$ cat src/rtl/vn_pkg.sv
package vn_pkg;

    localparam int unsigned VN_DEG   = 4;
    localparam int unsigned VN_MSG_W = 4;

    // Per-cycle control derived from the bit counter
    typedef struct packed {
        logic first;   // bit 0 of a word
        logic last;    // bit W-1 of a word
        logic run;     // node enabled this cycle
    } vn_slot_t;

    // Carry register width for a serial adder of n_ops operands
    function automatic int unsigned carry_w(input int unsigned n_ops);
        return $clog2(2 * n_ops);
    endfunction

    // Signed width that holds the exact sum of n_ops words of w bits
    function automatic int unsigned sum_w(input int unsigned w, input int unsigned n_ops);
        return w + $clog2(n_ops + 1) + 1;
    endfunction

endpackage

$ cat src/rtl/vn_serial_sum.sv
module vn_serial_sum #(
    parameter int unsigned N = 5,
    parameter int unsigned W = 4,
    localparam int unsigned CW  = vn_pkg::carry_w(N),
    localparam int unsigned CW1 = CW + 1,
    localparam int unsigned NSW = $clog2(N + 1),
    localparam int unsigned SW  = vn_pkg::sum_w(W, N)
) (
    input  logic                 clk,
    input  logic                 rst,
    input  logic                 run,
    input  logic                 first,
    input  logic [N-1:0]         bits,
    output logic signed [SW-1:0] value
);

    logic [CW-1:0]  carry_q;
    logic [CW-1:0]  carry_in;
    logic [CW:0]    col;
    logic [W-2:0]   low_q;
    logic [NSW-1:0] n_neg;
    logic signed [SW-1:0] lo_s;
    logic signed [SW-1:0] hi_s;

    // Column sum of this bit position plus carry from lower bits
    always_comb begin
        carry_in = first ? '0 : carry_q;
        col      = {1'b0, carry_in};
        for (int k = 0; k < N; k++) begin
            col = col + CW1'(bits[k]);
        end
    end

    // Completion in the last cycle: unsigned low bits + 2^W*(carry - signs)
    always_comb begin
        n_neg = NSW'($countones(bits));
        lo_s  = SW'({col[0], low_q});
        hi_s  = SW'(col[CW:1]) - SW'(n_neg);
        value = lo_s + (hi_s <<< W);
    end

    always_ff @(posedge clk) begin
        if (rst) begin
            carry_q <= '0;
            low_q   <= '0;
        end else if (run) begin
            carry_q <= col[CW:1];
            low_q   <= (low_q >> 1) | ((W-1)'(col[0]) << (W - 2));
        end
    end

endmodule

$ cat src/rtl/vn_sm_serializer.sv
module vn_sm_serializer #(
    parameter int unsigned W  = 4,
    parameter int unsigned SW = 8
) (
    input  logic                 clk,
    input  logic                 rst,
    input  logic                 run,
    input  logic                 load,
    input  logic signed [SW-1:0] value,
    output logic                 ser
);

    localparam logic signed [SW-1:0] POS_LIM = SW'((1 << (W - 1)) - 1);
    localparam logic signed [SW-1:0] NEG_LIM = -POS_LIM;

    logic [W-1:0] code;
    logic [W-1:0] sr_q;

    // Clip to the symmetric range, then sign-magnitude
    always_comb begin
        if (value > POS_LIM)
            code = {1'b0, POS_LIM[W-2:0]};
        else if (value < NEG_LIM)
            code = {1'b1, POS_LIM[W-2:0]};
        else if (value < 0)
            code = {1'b1, (W-1)'(-value)};
        else
            code = {1'b0, (W-1)'(value)};
    end

    // Conversion register: parallel load, MSB-first shift out
    always_ff @(posedge clk) begin
        if (rst)
            sr_q <= '0;
        else if (run)
            sr_q <= load ? code : (sr_q << 1);
    end

    assign ser = sr_q[W-1];

endmodule

$ cat src/rtl/vn_bitserial_node.sv
module vn_bitserial_node #(
    parameter int unsigned DV = vn_pkg::VN_DEG,
    parameter int unsigned W  = vn_pkg::VN_MSG_W
) (
    input  logic          clk,
    input  logic          rst,
    input  logic          en,
    input  logic          word_start,
    input  logic          intr_bit,
    input  logic [DV-1:0] chk_bits,
    output logic [DV-1:0] ext_bits,
    output logic          out_first,
    output logic          hard_bit
);

    localparam int unsigned PW   = (W > 2) ? $clog2(W) : 1;
    localparam int unsigned SW_E = vn_pkg::sum_w(W, DV);
    localparam int unsigned SW_T = vn_pkg::sum_w(W, DV + 1);

    vn_pkg::vn_slot_t slot;
    logic [PW-1:0]    ph_q;
    logic [PW-1:0]    idx;

    // Bit position of the current input bit
    always_comb begin
        idx        = word_start ? '0 : ph_q;
        slot.first = (idx == '0);
        slot.last  = (idx == PW'(W - 1));
        slot.run   = en;
    end

    always_ff @(posedge clk) begin
        if (rst)
            ph_q <= '0;
        else if (slot.run)
            ph_q <= slot.last ? '0 : idx + 1'b1;
    end

    // One extrinsic adder and one converter per edge
    for (genvar i = 0; i < DV; i++) begin : g_edge
        logic [DV-1:0]          ops;
        logic signed [SW_E-1:0] sum_v;

        // operand set: all checks, with edge i's own input swapped for the intrinsic
        always_comb begin
            ops    = chk_bits;
            ops[i] = intr_bit;
        end

        vn_serial_sum #(.N(DV), .W(W)) i_sum (
            .clk   (clk),
            .rst   (rst),
            .run   (slot.run),
            .first (slot.first),
            .bits  (ops),
            .value (sum_v)
        );

        vn_sm_serializer #(.W(W), .SW(SW_E)) i_ser (
            .clk   (clk),
            .rst   (rst),
            .run   (slot.run),
            .load  (slot.last),
            .value (sum_v),
            .ser   (ext_bits[i])
        );
    end

    // Total over every input for the hard decision
    logic signed [SW_T-1:0] total_v;
    logic                   unused_total_low;

    vn_serial_sum #(.N(DV + 1), .W(W)) i_total (
        .clk   (clk),
        .rst   (rst),
        .run   (slot.run),
        .first (slot.first),
        .bits  ({intr_bit, chk_bits}),
        .value (total_v)
    );

    assign unused_total_low = ^total_v[SW_T-2:0];

    always_ff @(posedge clk) begin
        if (rst) begin
            out_first <= 1'b0;
            hard_bit  <= 1'b0;
        end else if (slot.run) begin
            out_first <= slot.last;
            if (slot.last)
                hard_bit <= total_v[SW_T-1];
        end
    end

endmodule

$ cat config.mk
export PLATFORM = sky130hd
export DESIGN_NAME = vn_bitserial_node
export DESIGN_NICKNAME = d
export VERILOG_FILES = /design/src/rtl/vn_pkg.sv /design/src/rtl/vn_serial_sum.sv /design/src/rtl/vn_sm_serializer.sv /design/src/rtl/vn_bitserial_node.sv
export SDC_FILE = /design/constraint.sdc
export NUM_CORES = 1
export LEC_CHECK = 0
export BUFFER_PORTS_ARGS = -buffer_cell sky130_fd_sc_hd__buf_4
export CAP_MARGIN = 5
export CORE_MARGIN = 10
export CORE_UTILIZATION = 45
export DETAILED_ROUTE_END_ITERATION = 16
export SKIP_LAST_GASP = 1
export SLEW_MARGIN = 40
export SYNTH_ARGS = -nofsm -noshare
export SYNTH_HDL_FRONTEND = slang
export SYNTH_SLANG_ARGS = --single-unit
$ cat constraint.sdc
create_clock -name clk -period 3.9 [get_ports clk]
set_input_delay 0.585 -clock clk [delete_from_list [all_inputs] [get_ports clk]]
set_output_delay 0.585 -clock clk [all_outputs]
set_load 0.1 [all_outputs]
==> results.md, run 1 <==
* Avg Vias per Cell at roughly 5.2
* All-Layer GR Usage at a little over an eighth
* Initial antenna violation count at 0
* Hold Crit Class: flip-flop to flip-flop
* Worst slew margin at 53.1%
* Syn. warnings at 0
* Max Root-Sink Buffers at 2
* Prevailing post-synth register cell: dfxtp_1
* Post-route setup slack at around 0.21 ns
* Seq/Total Area, Yosys at a little over a quarter
* RR Endpoint: g_edge[1].i_ser.sr_q[1]$_SDFFE_PP0P_
* Starting Density at 45.9%
* Setup_tns at 0 ns
* Die ar. at 11800 sq um
* Clock slew at reported path FFs at approximately 0.09 ns
* Drt initial violations at 90
* CP endpoint kind: flip-flop
* Clock Tree Root: clkbuf_8
* Routed Antenna Nets at 0
* PD cells at roughly 360 nW/um^2
* Syn nets at 461
* Routability cong. at 0.826
* CTS resizes at 0
* Mapped Area at between 3000 and 4000 sq um
* FP Rows at 32
* Area of the multi-input gates at 2270 sq um
* Placed instance area at 3810 sq um
* Fin crit period at about 3.7 ns
* WL final at about 7.5 mm
* Fmax at approximately 0.27 GHz
* Area Overhead vs Synth at 11.3%
* GRT overflow at 0
* Crit Path Category: primary input to flip-flop
* Crit path from: intr_bit
* CP startpoint kind: primary input
* Fin. max-slew vios at 0
* Post-CTS Setup Inserts at 0
* Arr. time, crit path at between 3 and 4 ns
* Final Hold Slack at approximately 0.47 ns
* Cts hold-fix bufs at 0
* CTS Buf Count at 5
* CTS sink count at 48
* Worst-Skew Late Latency at 0.30 ns
* Post-Place Setup Slack at -0.110 ns
* Nets at 482
* Run status: complete, no violations
* R2R depth at 14
* Critical Path RT at between 4 and 5 ns
* Worst-path maximum fanout at 4
* Vias in the first global route at 2763
* First-pass GRT wire length at between 10 and 15 mm
* Cells after Synth at ~390
* # diodes at 0
* Worst Skew at 0.00530 ns
* Drt first pass iters at 4
* Post-synth EDFFs at 0
* Register area at approximately 960 sq um
* Core area at about 7700 sq um
* Tcrit/Tclk final at 94.7%
* Post-layout instance area at 3930 sq um
* Die height at 109 um
* Post-DP HPWL at around 5.6 mm
* RSZ-0062 raised after global routing: false
* Seq cells post-synth at 48
* R2R Setup Slk at 0.25 ns
* Worst slew pin tran at between 0.7 and 0.8 ns
* Residual DRC at 0
* Finish-stage setup viols at 0
* Synth cell types at 36
* Worst Setup EP: g_edge[1].i_ser.sr_q[1]$_SDFFE_PP0P_
* Worst vdd ir at 270 uV
* Proportion of layout cells with a drive suffix above 1 at a little under an eighth
* Async SR Flop Fraction at 0%
* # IOs at 15
* Static Leak at between 1.5 and 2 nW
* R2R Path Start: ph_q[0]$_SDFFE_PP0P_
* Post-synthesis area per instance at around 9.0 sq um
* Fill count at 727
* Hold Violations, Final at 0
* Buffers on Ports at 14
* Vias at approximately 2700
* Avg WL per Cell at 14.5 um
* Max-Cap Viols at 0
* Die span in x at 109 um
* CTS tree: yes
* Largest net degree at the start of global routing at 54
* CTS H-tree depth at 2
## worst min path at each step
stage | from | end | slack (ns) | cells past startpoint
2_1_floorplan | i_total.carry_q[2]$_SDFFE_PP0P_ | i_total.carry_q[2]$_SDFFE_PP0P_ | 0.44 | 2
3_3_place_gp | i_total.carry_q[2]$_SDFFE_PP0P_ | i_total.carry_q[2]$_SDFFE_PP0P_ | 0.45 | 2
3_5_place_dp | out_first$_SDFFE_PP0P_ | out_first$_SDFFE_PP0P_ | 0.46 | 2
4_1_cts | out_first$_SDFFE_PP0P_ | out_first$_SDFFE_PP0P_ | 0.47 | 2
5_1_grt | i_total.carry_q[2]$_SDFFE_PP0P_ | i_total.carry_q[2]$_SDFFE_PP0P_ | 0.51 | 2
6_report | out_first$_SDFFE_PP0P_ | out_first$_SDFFE_PP0P_ | 0.47 | 2
## cells in the mapped netlist, types with 2 or more instances
master	count	area [sq um]
a21o_1	2	15.0
xnor2_1	5	43.8
nand4_1	4	25.0
fa_1	23	460
dfxtp_1	48	961
nor2_1	38	143
nand3_1	6	30.0
o221ai_1	4	35.0
nor3_1	5	25.0
nand2b_1	12	75.1
nor2b_1	16	100
or2_1	2	12.5
buf_4	5	37.5
nand2_1	13	48.8
o22ai_1	4	25.0
mux2i_1	18	180
a211oi_1	21	158
clkbuf_1	8	30.0
o21a_1	5	37.5
nor2b_4	2	27.5
or2_2	2	12.5
a21oi_1	27	135
or3_1	4	25.0
ha_1	37	463
o21ai_0	5	25.0
a221oi_1	4	35.0
inv_1	52	195
buf_2	6	30.0
and3_1	3	18.8
xor2_1	5	43.8
## per-layer routing
layer | track usage (%) | part of all wire [%] | vias up
li1 | - | - | 1364
met5 | 0 | 0 | -
met4 | 3.30 | 1.1 | 0
met2 | 21.2 | 45 | 38
met1 | 18.9 | 51 | 1268
met3 | 2.56 | 3.3 | 7
## state kept, by name, summed over array words and instances (netlist names)
signal	flops
g_edge.i_ser.sr_q	16
g_edge.i_sum.carry_q	12
g_edge.i_sum.low_q	12
hard_bit	1
i_total.carry_q	4
out_first	1
ph_q	2
## critical path: stages
cell	delay [ns]
buf_4	0.14
fa_1	0.53
inv_1	0.07
fa_1	0.43
fa_1	0.39
xnor2_1	0.22
inv_1	0.11
fa_1	0.43
xor2_1	0.19
nand4_1	0.18
or2_2	0.32
o221ai_1	0.18
a21oi_1	0.09
## power by group
part,switching [mW],internal [mW],total [mW],leakage (nW)
combinational,0.271,0.219,0.490,1.24
sequential,0.0158,0.513,0.529,0.392
clock,0.176,0.210,0.386,0.0614
## cell usage in the layout (no fill, tap or decap), drive strengths merged, types with 12 or more instances in the layout
master and instances:
inv 52, dfxtp 48, nor2 38, ha 37, buf 33, a21oi 27, fa 23, a211oi 22
mux2i 18, nor2b 18, nand2 13, nand2b 12
## layout make-up
type / instances / area share, %
Clock buffer: 6 / 2.10
Timing Repair Buffer: 33 / 6.31
Multi-Input combinational cell: 273 / 57.9
Tap cell: 102 / 3.25
Clock inverter: 2 / 0.988
Inverter: 52 / 4.97
Sequential cell: 48 / 24.5
## metrics by stage
stage,cells,power (mW),util [%]
6_report,516,1.40,51.1
2_1_floorplan,392,0.889,-
5_1_grt,516,1.50,51.1
3_5_place_dp,508,1.03,49.5
4_1_cts,516,1.43,51.1
3_3_place_gp,508,1.01,49.5
## cells by family after synthesis
family	after synthesis	synth area share, %
adder cells (fa/ha/maj)	60	26.2
buffers and inverters	71	8.30
multiplexers	18	5.11
AND/OR/NAND/NOR	109	15.8
flip-flops	48	27.2
AO/OA/AOI/OAI	76	14.9
XOR/XNOR	10	2.48
(Power assumes the default switching activity.)
==> run 2, diff against run 1 <==
- PLACE_DENSITY: unset -> 0.76
==> run 2 against run 1 <==
  * Core utilization is 0.60 points lower
  * Maximum frequency is 1.3% higher
  * Count of clock-buffer cells in the layout stayed put
  * Total power is 5.3% lower
  * Critical endpoint unchanged
  * Die area stayed put
  * Sequential share of layout area is 0.29 points higher
  * Via count stayed put
  * Non-clock buffer count is 3 lower
==> results.md, run 2 (synthesis gave the netlist of run 1 again) <==
* CTS resizes at 0
* Worst slew pin tran at around 0.66 ns
* Post-CTS Setup Inserts at 0
* RR Endpoint: g_edge[0].i_ser.sr_q[1]$_SDFFE_PP0P_
* CTS tree: yes
* GRT overflow at 0
* Max-Cap Viols at 0
* Die ar. at between 10000 and 15000 sq um
* R2R depth at 14
* RSZ-0062 raised after global routing: false
* # diodes at 0
* # IOs at 15
* Post-layout instance area at just under 4000 sq um
* Worst vdd ir at about 150 uV
* CTS sink count at between 40 and 50
* Hold Crit Class: flip-flop to flip-flop
* Cts hold-fix bufs at 0
* Post-Place Setup Slack at -0.112 ns
* Avg Vias per Cell at between 5 and 6
* Vias in the first global route at roughly 2700
* Clock Tree Root: clkbuf_8
* CTS Buf Count at 5
* Drt first pass iters at 4
* Register area at 961 sq um
* Crit Path Category: primary input to flip-flop
* Worst-path maximum fanout at 4
* Routed Antenna Nets at 0
* First-pass GRT wire length at approximately 12 mm
* Fin crit period at 3.65 ns
* R2R Path Start: ph_q[0]$_SDFFE_PP0P_
* Tcrit/Tclk final at 93.5%
* Most frequent cells in the layout: 52 x inv_1, 48 x dfxtp_1, 38 x nor2_1
* Non-filler cells, final at between 500 and 600
* Fmax at around 0.27 GHz
* Worst Setup EP: g_edge[1].i_ser.sr_q[1]$_SDFFE_PP0P_
* Area of the multi-input gates at between 2000 and 2500 sq um
* Fin. max-slew vios at 0
* Post-route setup slack at around 0.25 ns
* CTS H-tree depth at 2
* Initial antenna violation count at 0
* Proportion of layout cells with a drive suffix above 1 at 10.9%
* Critical Path RT at about 4 ns
* Setup_tns at 0 ns
* Fill count at 757
* Residual DRC at 0
* Nets at roughly 480
* Max reg flops at 16
* Worst slew margin at between 50% and 60%
* FP Rows at 32
* Starting Density at roughly 46%
* Clock slew at reported path FFs at approximately 0.10 ns
* Vias at 2677
* Biggest regs: g_edge.i_ser.sr_q (16), g_edge.i_sum.carry_q (12), g_edge.i_sum.low_q (12)
* Routability cong. at roughly 0.80
* Largest net degree at the start of global routing at between 50 and 60
* CP endpoint kind: flip-flop
* Drt initial violations at 89
* Cell count after placement at approximately 510
* Run status: complete, no violations
* Worst-Skew Late Latency at between 0.3 and 0.4 ns
* Die height at ~110 um
* Hold Violations, Final at 0
* CP startpoint kind: primary input
* PD cells at ~340 nW/um^2
* Area Overhead vs Synth at 10.0%
* All-Layer GR Usage at 12.7%
* Worst Skew at between 0.01 and 0.015 ns
* Die span in x at 109 um
* Post-DP HPWL at 5.46 mm
* Max Root-Sink Buffers at 2
* Final Hold Slack at between 0.4 and 0.5 ns
* Fin util at roughly half
* Core area at between 7000 and 8000 sq um
* WL final at between 7 and 8 mm
* Commonest non-fill, non-tap cell in the layout: inv_1
* Finish-stage setup viols at 0
* Largest register by flop count: g_edge.i_ser.sr_q
* Static Leak at ~1.7 nW
* Crit path from: intr_bit
* R2R Setup Slk at 0.32 ns
* Arr. time, crit path at about 3.8 ns
* Buffers on Ports at 14
* Avg WL per Cell at approximately 14 um
* Placed instance area at between 3000 and 4000 sq um
* Total power at 1.33 mW
run 2: metal layers:
layer | vias to the layer above | part of all wire, % | GRT usage, % | wire [um]
met2 | 47 | 45 | 20.2 | 3240
met4 | 0 | 1.4 | 3.77 | 103
met3 | 11 | 4.3 | 2.50 | 310
met5 | - | 0 | 0 | 0
li1 | 1356 | - | - | -
met1 | 1263 | 49 | 17.0 | 3530
run 2: area by class of cell:
cell class	count	area share, %
Tap cell	102	3.29
Multi-Input combinational cell	273	58.6
Inverter	52	5.03
Clock inverter	2	0.387
Timing Repair Buffer	30	5.80
Clock buffer	6	2.13
Sequential cell	48	24.8
run 2: power breakdown:
group | total [mW] | internal [mW] | leakage, nW | switching [mW]
Sequential | 0.529 | 0.513 | 0.392 | 0.0166
Clock | 0.325 | 0.144 | 0.0434 | 0.181
Combinational | 0.476 | 0.212 | 1.23 | 0.264
run 2: worst max-delay path, stage by stage:
cell	delay, ns
buf_4	0.14
fa_1	0.53
inv_1	0.08
fa_1	0.44
fa_1	0.39
xnor2_1	0.22
inv_1	0.10
fa_1	0.43
xor2_1	0.18
nand4_1	0.15
or2_2	0.31
o221ai_1	0.18
a21oi_1	0.09
run 2: worst min-delay path by stage:
stage	startpoint	cells after the start	to	slack, ns
floorplan	i_total.carry_q[2]$_SDFFE_PP0P_	2	i_total.carry_q[2]$_SDFFE_PP0P_	0.44
global placement	i_total.carry_q[2]$_SDFFE_PP0P_	2	i_total.carry_q[2]$_SDFFE_PP0P_	0.45
detailed placement	i_total.carry_q[2]$_SDFFE_PP0P_	2	i_total.carry_q[2]$_SDFFE_PP0P_	0.45
CTS	i_total.carry_q[2]$_SDFFE_PP0P_	2	i_total.carry_q[2]$_SDFFE_PP0P_	0.46
global route	out_first$_SDFFE_PP0P_	2	out_first$_SDFFE_PP0P_	0.51
finish	i_total.carry_q[2]$_SDFFE_PP0P_	2	i_total.carry_q[2]$_SDFFE_PP0P_	0.46
==> run 3, diff against run 2 <==
- PLACE_DENSITY: 0.76 -> 0.75
- RECOVER_POWER: unset -> 100
- SYNTH_HIERARCHICAL: unset -> 1
==> run 3 against run 2 <==
  * The run now ends with negative setup slack left
  * Largest cell class unchanged
  * Core utilization rose by 15 points
  * Maximum frequency decreased by 18%
  * Highest routed layer unchanged
  * Largest power group is now combinational logic
  * Total power up 50%
==> results.md, run 3 <==
* Post-DP HPWL at between 6 and 7 mm
* # IOs at 15
* Die span in x at 116 um
* Worst slew margin at 6.79%
* Worst Skew at 0.00569 ns
* First-pass GRT wire length at approximately 17 mm
* Core area at approximately 8800 sq um
* Nets at between 500 and 600
* Largest net degree at the start of global routing at 53
* Starting Density at between 40% and 50%
* Vias in the first global route at between 3000 and 4000
* Drt first pass iters at 6
* Post-route setup slack at -0.549 ns
* RSZ-0062 raised after global routing: true
* Depth of the worst hold-timing path at 2
* Worst vdd ir at between 150 and 200 uV
* Fin crit period at 4.45 ns
* PD cells at roughly 340 nW/um^2
* Arr. time, crit path at ~4.7 ns
* Vias at 3474
* Critical Path Max Stage Delay at 0.56 ns
* Static Leak at about 2.5 nW
* Run status: finished, violations left
* CTS tree: yes
* Die height at 116 um
* FP Rows at 34
* All-Layer GR Usage at between 10% and 20%
* Max-Cap Viols at 0
* Failing checks: negative setup slack
* Proportion of layout cells with a drive suffix above 1 at between 40 and 50%
* Area of the multi-input gates at about 3500 sq um
* Non-filler cells, final at 630
* GRT overflow at 0
* Fin. max-slew vios at 0
* Critical Path RT at ~4.1 ns
* Cts hold-fix bufs at 0
* Commonest non-fill, non-tap cell in the layout: buf_4
* Tcrit/Tclk final at 114%
* Fin util at approximately 66%
* Hold Path End: i_total/carry_q[3]$_SDFFE_PP0P_
* Fill count at slightly above 600
* Register area at 961 sq um
* Max reg flops at 16
* CTS H-tree depth at 2
* Fmax at between 0.2 and 0.25 GHz
* Worst slew pin tran at 1.40 ns
* R2R Path Start: ph_q[0]$_SDFFE_PP0P_
* CP endpoint kind: flip-flop
* CTS sink count at 48
* Avg WL per Cell at 17.4 um
* Die ar. at 13400 sq um
* Finish-stage setup viols at 17
* Worst-path maximum fanout at 5
* Buffers on Ports at 14
* Mapped Area at approximately 4100 sq um
* Crit path from: ph_q[0]$_SDFFE_PP0P_
* WL final at about 11 mm
* RR Endpoint: g_edge[1].i_ser/sr_q[3]$_SDFFE_PP0P_
* Syn nets at 490
* Cells after Synth at roughly 410
* Hold Crit Class: flip-flop to flip-flop
* Worst path slowest cell: fa_2
* Largest register by flop count: g_edge.i_ser/sr_q
* Clock slew at reported path FFs at about 0.090 ns
* Drt initial violations at between 100 and 150
* CP dominant cell by count: fa_2
* Hold_sp: i_total/carry_q[3]$_SDFFE_PP0P_
* Most frequent cells in the layout: 94 x buf_4, 48 x dfxtp_1, 47 x inv_1
* Crit Path Category: flip-flop to flip-flop
* Worst-Skew Late Latency at about 0.31 ns
* Routability cong. at 0.846
* Hold Violations, Final at 0
* CP startpoint kind: flip-flop
* Biggest regs: g_edge.i_ser/sr_q (16), g_edge.i_sum/carry_q (12), g_edge.i_sum/low_q (12)
* Syn. warnings at 6
* Initial antenna violation count at 0
* Post-Place Setup Slack at -0.900 ns
* Cell count after placement at about 600
* Routed Antenna Nets at 0
* CTS Buf Count at 5
* Critical path cell sequence: nor2b_1, inv_2, ha_4, buf_6, nor2b_4, fa_1, clkbuf_1, fa_2, xnor2_2, fa_2, fa_2, inv_2, and3_4, o2111ai_4, ha_4, or3b_1, a311oi_2
* Clock Tree Root: clkbuf_8
* R2R Setup Slk at -0.55 ns
* Setup_tns at -6.85 ns
* Post-synthesis area per instance at about 10 sq um
* Avg Vias per Cell at around 5.5
* Max Root-Sink Buffers at 2
* Area Overhead vs Synth at 40.9%
* # diodes at 0
* Residual DRC at 0
* R2R depth at 17
* Final Hold Slack at roughly 0.47 ns
## run 3: area by class of cell
class	instances	share of cell area [%]
Multi-Input combinational cell	297	59.6
Clock buffer	5	1.19
Sequential cell	48	16.6
Tap cell	108	2.33
Inverter	58	3.76
Clock inverter	3	0.735
Timing Repair Buffer	111	15.7
## run 3: stage by stage
step	area, sq um	power [mW]
after floorplan	4240	1.05
after global placement	4940	1.27
after detailed placement	4940	1.31
after CTS	5520	1.83
after global routing	5790	2.12
final	5790	1.99
## run 3: layer usage
metal / vias up / global-route usage, % / wire length [um] / part of all wire, %
met4: 0 / 6.59 / 352 / 3.2
met2: 90 / 30.1 / 5840 / 53
li1: 1634 / - / - / -
met5: - / 0 / 0 / 0
met3: 33 / 2.38 / 380 / 3.5
met1: 1717 / 17.1 / 4400 / 40
## run 3: worst max-delay path by stage
stage	end	cells past startpoint	slack (ns)
6_report	g_edge[1].i_ser/sr_q[3]$_SDFFE_PP0P_	17	-0.55
5_1_grt	g_edge[0].i_ser/sr_q[3]$_SDFFE_PP0P_	18	-0.71
4_1_cts	hard_bit$_SDFFE_PP0P_	19	-0.53
3_5_place_dp	g_edge[1].i_ser/sr_q[3]$_SDFFE_PP0P_	13	-0.90
3_3_place_gp	hard_bit$_SDFFE_PP0P_	19	-0.77
2_1_floorplan	g_edge[0].i_ser/sr_q[3]$_SDFFE_PP0P_	15	-0.53
## run 3: worst max-delay path: cells and delay by family (launching register included)
| family | cells | cell delay, ns |
|---|---|---|
| AO/OA/AOI/OAI | 2 | 0.39 |
| XOR/XNOR | 1 | 0.16 |
| adder cells (fa/ha/maj) | 6 | 2.22 |
| buffers and inverters | 4 | 0.46 |
| flip-flops | 1 | 0.33 |
| AND/OR/NAND/NOR | 4 | 0.78 |
## run 3: repair_timing
item,CTS,global route
pin swaps,61,46
setup buffers,19,8
setup endpoints to repair,17,17
gates resized for setup,75,40
gates cloned,0,0
## run 3: where the power goes
part | switching, mW | leakage [nW] | internal (mW)
clock network | 0.181 | 0.0541 | 0.190
logic | 0.544 | 2.05 | 0.534
registers | 0.0254 | 0.393 | 0.517
